==> config.mk <==
export PLATFORM = sky130hd
export DESIGN_NAME = alarm_timer64
export DESIGN_NICKNAME = d
export VERILOG_FILES = /design/src/rtl/atmr_pkg.sv /design/src/rtl/atmr_prescaler.sv /design/src/rtl/atmr_core.sv /design/src/rtl/atmr_irq.sv /design/src/rtl/alarm_timer64.sv
export SDC_FILE = /design/constraint.sdc
export NUM_CORES = 1
export LEC_CHECK = 0
export CORE_MARGIN = 2
export CORE_UTILIZATION = 50
export DETAILED_ROUTE_END_ITERATION = 12
export PLACE_DENSITY_LB_ADDON = 0.12
export REMOVE_ABC_BUFFERS = 1
export SYNTH_ARGS = -nofsm -noshare
export SYNTH_HDL_FRONTEND = slang
export SYNTH_SLANG_ARGS = --single-unit
==> constraint.sdc <==
create_clock -name clk -period 5.6 [get_ports clk]
set_clock_uncertainty 0.05 [all_clocks]
set_input_delay 0.56 -clock clk [delete_from_list [all_inputs] [get_ports clk]]
set_output_delay 0.56 -clock clk [all_outputs]
set_load 0.005 [all_outputs]
==> src/rtl/atmr_pkg.sv <==
package atmr_pkg;
   // config word bit positions (software decodes these)
   localparam int CFG_ALARM   = 10;
   localparam int CFG_LEVEL   = 11;
   localparam int CFG_EDGE    = 12;
   localparam int CFG_DIV_LSB = 13;
   localparam int CFG_AUTO    = 29;
   localparam int CFG_UP      = 30;
   localparam int CFG_RUN     = 31;

   localparam int ADDR_W = 4;

   // word addresses
   localparam logic [ADDR_W-1:0] RA_CFG     = 4'd0;
   localparam logic [ADDR_W-1:0] RA_SNAP_LO = 4'd1;
   localparam logic [ADDR_W-1:0] RA_SNAP_HI = 4'd2;
   localparam logic [ADDR_W-1:0] RA_SNAP_GO = 4'd3;
   localparam logic [ADDR_W-1:0] RA_ALM_LO  = 4'd4;
   localparam logic [ADDR_W-1:0] RA_ALM_HI  = 4'd5;
   localparam logic [ADDR_W-1:0] RA_LD_LO   = 4'd6;
   localparam logic [ADDR_W-1:0] RA_LD_HI   = 4'd7;
   localparam logic [ADDR_W-1:0] RA_LD_GO   = 4'd8;
   localparam logic [ADDR_W-1:0] RA_IEN     = 4'd9;
   localparam logic [ADDR_W-1:0] RA_IST     = 4'd10;
   localparam logic [ADDR_W-1:0] RA_ICLR    = 4'd11;
endpackage

==> src/rtl/atmr_prescaler.sv <==
module atmr_prescaler #(
   parameter int DIV_W = 16
) (
   input  logic             clk,
   input  logic             rst_n,
   input  logic             run,
   input  logic             restart,
   input  logic [DIV_W-1:0] divider,
   output logic             tick
);
   logic [DIV_W-1:0] phase_q;
   logic [DIV_W-1:0] last_phase;

   // ratio minus one: field 0 gives 2^DIV_W, field 1 is raised to 2
   always_comb begin
      if (divider == '0)
         last_phase = '1;
      else if (divider == DIV_W'(1))
         last_phase = DIV_W'(1);
      else
         last_phase = divider - DIV_W'(1);
   end

   assign tick = run && (phase_q == last_phase);

   always_ff @(posedge clk or negedge rst_n) begin
      if (!rst_n)
         phase_q <= '0;
      else if (restart || tick)
         phase_q <= '0;
      else if (run)
         phase_q <= phase_q + DIV_W'(1);
   end

   // a restarted phase cannot tick on the very next cycle
   assert_restart_phase_R2: assert property (@(posedge clk) disable iff (!rst_n)
      restart |=> !tick);
endmodule

==> src/rtl/atmr_core.sv <==
module atmr_core #(
   parameter int CNT_W = 64
) (
   input  logic             clk,
   input  logic             rst_n,
   input  logic             tick,
   input  logic             count_up,
   input  logic             load_now,
   input  logic [CNT_W-1:0] load_val,
   input  logic [CNT_W-1:0] alarm_val,
   input  logic             armed,
   input  logic             auto_reload,
   output logic [CNT_W-1:0] count,
   output logic             fire
);
   assign fire = armed && (count == alarm_val);

   always_ff @(posedge clk or negedge rst_n) begin
      if (!rst_n)
         count <= '0;
      else if (load_now || (fire && auto_reload))
         count <= load_val;
      else if (tick)
         count <= count_up ? count + CNT_W'(1) : count - CNT_W'(1);
   end

   // no tick and no load leaves the counter alone
   assert_hold_R2: assert property (@(posedge clk) disable iff (!rst_n)
      (!tick && !load_now && !(fire && auto_reload)) |=> $stable(count));
   // upward step is exactly one
   assert_step_up_R3: assert property (@(posedge clk) disable iff (!rst_n)
      (tick && count_up && !load_now && !(fire && auto_reload))
      |=> count == $past(count) + CNT_W'(1));
   // software load takes the preset
   assert_reload_R5: assert property (@(posedge clk) disable iff (!rst_n)
      load_now |=> count == $past(load_val));
endmodule

==> src/rtl/atmr_irq.sv <==
module atmr_irq (
   input  logic clk,
   input  logic rst_n,
   input  logic fire,
   input  logic clear,
   input  logic irq_en,
   input  logic level_en,
   input  logic edge_en,
   output logic status,
   output logic irq_level,
   output logic irq_edge
);
   always_ff @(posedge clk or negedge rst_n) begin
      if (!rst_n) begin
         status   <= 1'b0;
         irq_edge <= 1'b0;
      end else begin
         if (fire)
            status <= 1'b1;
         else if (clear)
            status <= 1'b0;
         irq_edge <= fire && edge_en && irq_en;
      end
   end

   assign irq_level = status && irq_en && level_en;

   // pending status survives until cleared
   assert_status_sticky_R8: assert property (@(posedge clk) disable iff (!rst_n)
      (status && !clear) |=> status);
   // edge output is a single-cycle pulse
   assert_edge_single_R9: assert property (@(posedge clk) disable iff (!rst_n)
      irq_edge |=> !irq_edge);
endmodule

==> src/rtl/alarm_timer64.sv <==
module alarm_timer64 import atmr_pkg::*; #(
   parameter int DATA_W = 32,
   parameter int CNT_W  = 64,
   parameter int DIV_W  = 16
) (
   input  logic              clk,
   input  logic              rst_n,
   input  logic              bus_we,
   input  logic [ADDR_W-1:0] bus_addr,
   input  logic [DATA_W-1:0] bus_wdata,
   output logic [DATA_W-1:0] bus_rdata,
   output logic              irq_level,
   output logic              irq_edge
);
   localparam int WORDS = CNT_W / DATA_W;

   generate
      if (WORDS != 2 || CNT_W != WORDS * DATA_W) begin : g_bad_width
         $error("counter must span exactly two bus words");
      end
      if (CFG_DIV_LSB + DIV_W > CFG_AUTO) begin : g_bad_div
         $error("divider field overlaps control bits");
      end
      if (DATA_W <= CFG_RUN) begin : g_bad_data
         $error("bus word too narrow for config layout");
      end
   endgenerate

   logic [DATA_W-1:0] cfg_q;
   logic [CNT_W-1:0]  alarm_q, load_q, snap_q, cnt;
   logic              ien_q, status, tick, fire;

   wire wr_cfg    = bus_we && (bus_addr == RA_CFG);
   wire wr_snap   = bus_we && (bus_addr == RA_SNAP_GO);
   wire wr_reload = bus_we && (bus_addr == RA_LD_GO);
   wire wr_ien    = bus_we && (bus_addr == RA_IEN);
   wire wr_iclr   = bus_we && (bus_addr == RA_ICLR);

   always_ff @(posedge clk or negedge rst_n) begin
      if (!rst_n) begin
         cfg_q <= '0;
         ien_q <= 1'b0;
      end else begin
         if (wr_cfg)
            cfg_q <= bus_wdata;
         if (fire)
            cfg_q[CFG_ALARM] <= 1'b0;
         if (wr_ien)
            ien_q <= bus_wdata[0];
      end
   end

   for (genvar w = 0; w < WORDS; w++) begin : g_word
      localparam logic [ADDR_W-1:0] A_ALM = RA_ALM_LO + ADDR_W'(w);
      localparam logic [ADDR_W-1:0] A_LD  = RA_LD_LO + ADDR_W'(w);
      logic [DATA_W-1:0] alm_r, ld_r, snp_r;
      always_ff @(posedge clk or negedge rst_n) begin
         if (!rst_n) begin
            alm_r <= '0;
            ld_r  <= '0;
            snp_r <= '0;
         end else begin
            if (bus_we && bus_addr == A_ALM)
               alm_r <= bus_wdata;
            if (bus_we && bus_addr == A_LD)
               ld_r <= bus_wdata;
            if (wr_snap)
               snp_r <= cnt[w*DATA_W +: DATA_W];
         end
      end
      assign alarm_q[w*DATA_W +: DATA_W] = alm_r;
      assign load_q[w*DATA_W +: DATA_W]  = ld_r;
      assign snap_q[w*DATA_W +: DATA_W]  = snp_r;
   end

   always_comb begin
      bus_rdata = '0;
      case (bus_addr)
         RA_CFG:     bus_rdata = cfg_q;
         RA_SNAP_LO: bus_rdata = snap_q[DATA_W-1:0];
         RA_SNAP_HI: bus_rdata = snap_q[CNT_W-1 -: DATA_W];
         RA_ALM_LO:  bus_rdata = alarm_q[DATA_W-1:0];
         RA_ALM_HI:  bus_rdata = alarm_q[CNT_W-1 -: DATA_W];
         RA_LD_LO:   bus_rdata = load_q[DATA_W-1:0];
         RA_LD_HI:   bus_rdata = load_q[CNT_W-1 -: DATA_W];
         RA_IEN:     bus_rdata = {{(DATA_W-1){1'b0}}, ien_q};
         RA_IST:     bus_rdata = {{(DATA_W-1){1'b0}}, status};
         default:    bus_rdata = '0;
      endcase
   end

   atmr_prescaler #(.DIV_W(DIV_W)) u_pre (
      .clk     (clk),
      .rst_n   (rst_n),
      .run     (cfg_q[CFG_RUN]),
      .restart (wr_cfg),
      .divider (cfg_q[CFG_DIV_LSB +: DIV_W]),
      .tick    (tick)
   );

   atmr_core #(.CNT_W(CNT_W)) u_core (
      .clk         (clk),
      .rst_n       (rst_n),
      .tick        (tick),
      .count_up    (cfg_q[CFG_UP]),
      .load_now    (wr_reload),
      .load_val    (load_q),
      .alarm_val   (alarm_q),
      .armed       (cfg_q[CFG_ALARM]),
      .auto_reload (cfg_q[CFG_AUTO]),
      .count       (cnt),
      .fire        (fire)
   );

   atmr_irq u_irq (
      .clk       (clk),
      .rst_n     (rst_n),
      .fire      (fire),
      .clear     (wr_iclr && bus_wdata[0]),
      .irq_en    (ien_q),
      .level_en  (cfg_q[CFG_LEVEL]),
      .edge_en   (cfg_q[CFG_EDGE]),
      .status    (status),
      .irq_level (irq_level),
      .irq_edge  (irq_edge)
   );

   // the arm bit drops after every alarm, even against a config write
   assert_alarm_disarms_R6: assert property (@(posedge clk) disable iff (!rst_n)
      fire |=> !cfg_q[CFG_ALARM]);
   // snapshot only moves on its trigger
   assert_snapshot_hold_R4: assert property (@(posedge clk) disable iff (!rst_n)
      !wr_snap |=> $stable(snap_q));
endmodule

==> impl_metrics.py <==
metrics = {
    "finish": {
        "drive_gt1_share_pct": 17.54,
        "final_common_cell": "dfrtp_1",
        "most-common-layout-cells": "dfrtp_1 (307), mux2_2 (219), nand2_1 (188), o21ai_0 (160), a21oi_1 (102)",
        "final_cells": 2412,
        "area_growth_pct": 12.71,
        "antennaDiodeCount": 0,
        "nets": 2022,
        "final.fill_count": 3252,
    },
    "worst_setup_path": {
        "cpPeakStageDelay_ns": 0.60,
        "timing.rr.start": "cfg_q[23]$_DFFE_PN0P_",
        "slowest_stage": "or4_1",
        "cp_top_family": "simple AND/OR/NAND/NOR gates",
        "path_class": "flop to flop",
        "crit_path_end_kind": "flop",
        "cp-start-kind": "flop",
        "crit_fanout": 66,
        "critPathLaunch": "cfg_q[23]$_DFFE_PN0P_",
        "cp_num_buf_inv": 2,
        "cp_data_required_time_ns": 6.05,
        "worstPathCellList": "or4_1 > nor3_1 > nand4_1 > a21oi_1 > xnor2_1 > nor4_1 > nand3_1 > nor3_2 > buf_12 > inv_1 > o31ai_1 > mux2_2",
        "cp_data_arrival_time_ns": 5.15,
    },
    "clocking": {
        "clock_path_buffers": 3,
        "ctsResizeCount": 0,
        "numClockSinks": 307,
        "cts_root_buf": "clkbuf_16",
        "cts_tree": "yes",
        "clkLatencyLatePin_ns": 0.56,
        "post_cts.repair.setup_buffers": 0,
        "clk_pin_slew_ns": 0.06,
        "cts_hold_buf": 0,
        "numCtsBuffers": 37,
        "h-tree-depth": 2,
    },
    "power_and_ir_drop": {
        "p_leak_nw": 9.201,
        "ir_worst_vdd_mv": 0.2422,
        "p_clk_share_pct": 25.1,
        "p_comb_share_pct": 38.8,
        "power_density_nw_per_um2": 440.5,
        "p_switching_mw": 3.716,
        "pwr-share-seq_pct": 36.1,
        "p_int_mw": 5.560,
        "p_sw_share_pct": 40.06,
    },
    "sta": {
        "holdWs_ns": 0.02454,
        "setup_viol": 0,
        "hold_viol": 0,
        "period_share_pct": 83.99,
        "relSlewSlack_pct": 17.99,
        "fmax_ghz": 0.2126,
        "rsz0062_at_grt": "false",
        "min_period_ns": 4.704,
        "report.final.slew_viol_count": 0,
        "tightestPinTransition_ns": 1.219,
    },
    "synth": {
        "synth_cell_types": 67,
        "synth_cells": 1879,
        "synth_area_per_cell_um2": 9.944,
        "ys_seq_area_share_pct": 41.11,
        "synth_enable_flop_cells": 0,
        "yosys_warnings": 0,
        "ys.flop_type": "dfrtp_1",
        "syn_area_um2": 18690,
        "ys_seq_elements": 307,
        "asyncSetResetFlopFracSynth_pct": 100.0,
        "synth_top_area_share_pct": 41.11,
        "synth_largest_area_cell": "dfrtp_1",
        "synth.area.top_cells": "dfrtp_1 (41%), mux2_2 (13%), ha_1 (4.4%)",
    },
    "hold_path": {
        "hold_path_class": "input port to async pin",
    },
    "detailed_routing": {
        "firstDrtPassIters": 6,
        "avgViaCountPerCell": 6.464,
        "detail-route-antenna-nets": 0,
        "vias": 15590,
        "routedWlPerCell_um": 26.51,
        "routed_wl_um": 63950,
        "drtIter0Drc": 1613,
        "drc": 0,
    },
    "grt": {
        "gr-max-usage-layer": "met2",
        "met2_usage_pct": 52.18,
        "grt_antenna_before_repair": 1,
        "overflow": 0,
        "grt_max_degree": 145,
        "grt_use_met1_pct": 46.41,
        "grt_pass1_vias": 15320,
        "grt_first_pass_wirelength_um": 96690,
        "met3_usage_pct": 4.883,
        "grt_usage_pct": 33.22,
    },
    "placed_design": {
        "dp_hpwl_um": 46100,
        "gp_congestion": 1.049,
        "io_buffers": 72,
        "dp.cells": 2346,
    },
    "die": {
        "coreArea_um2": 36700,
        "io_pins": 73,
        "start_util_pct": 50.92,
        "fp.dieW_um": 197.3,
        "die_y_um": 197.3,
        "die-area_um2": 38930,
        "rows": 70,
    },
    "run_status": {
        "status": "finished, final reports clean",
    },
    "flow_run": {
        "cap_violations": 0,
    },
}
-- path summary, 6_finish.rpt --
check	to	slack (ns)	depth (start not counted)
max	u_core.count[39]$_DFFE_PN0P_	0.90	12
min	cfg_q[15]$_DFFE_PN0P_	0.02	1
max reg2reg	u_core.count[39]$_DFFE_PN0P_	0.90	12
min reg2reg	g_word[1].snp_r[6]$_DFFE_PN0P_	0.43	2
max in group asynchronous	u_core.count[58]$_DFFE_PN0P_	4.10	2
min in group clk	g_word[1].snp_r[6]$_DFFE_PN0P_	0.43	2
-- power groups by stage --
stage          Combinational [mW]  Sequential (mW)  Clock (mW)
6_report                     3.60             3.35        2.33
5_1_grt                      3.91             3.41        2.44
4_1_cts                      3.54             3.34        2.35
3_5_place_dp                 3.51             3.37           0
3_3_place_gp                 3.49             3.36           0
2_1_floorplan                2.47             3.11           0
-- cell type report --
class / count / area [um2] / area share (%)
flip-flops and latches: 307 / 7682 / 36.48
multi-input cells: 1426 / 10480 / 49.74
clock buffers: 56 / 1100 / 5.222
well taps: 468 / 585.6 / 2.780
clock inverters: 10 / 67.56 / 0.3208
repair buffers: 103 / 991.0 / 4.705
inverters: 42 / 157.7 / 0.7486
-- synthesized netlist by cell type (all sizes together), types with 30 or more instances --
| master | number |
|---|---|
| a21o | 40 |
| a21oi | 102 |
| a22oi | 64 |
| buf | 30 |
| clkbuf | 74 |
| dfrtp | 307 |
| ha | 65 |
| inv | 42 |
| mux2 | 219 |
| mux2i | 59 |
| nand2 | 192 |
| nand3 | 62 |
| nor2 | 45 |
| o21ai | 160 |
| xnor2 | 49 |
| xor2 | 80 |
-- routing by layer --
metal  wire length (um)  vias to the layer above
li1                   -                     6996
met1              28190                     7824
met2              29140                      650
met3               4290                      120
met4               2336                        0
met5                  0                        -
-- metrics by stage --
stage	cell area [um2]	utilization (%)	power, mW	setup TNS, ns	worst slack, ns
floorplan	18250	-	5.574	-309.73	-4.400
global placement	19890	54.21	6.849	0	0.9542
detailed placement	19890	54.21	6.878	0	1.009
CTS	21060	57.39	9.226	0	0.9602
global route	21060	57.39	9.764	0	0.6612
finish	21060	57.39	9.276	0	0.8963
-- cells by family after synthesis --
logic type	Yosys count	synth area share, %
compound gates	494	16.63
xor+xnor	129	6.047
fa+ha+maj	66	4.460
flops	307	41.11
buf+inv	146	3.201
simple gates	458	12.07
mux	279	16.48
-- state kept, by name, summed over array words and instances, names as in the netlist --
name,count
g_word.alm_r,64
g_word.ld_r,64
g_word.snp_r,64
u_core.count,64
cfg_q,32
u_pre.phase_q,16
ien_q,1
u_irq.irq_edge,1
u_irq.status,1
(Power assumes the default switching activity.)
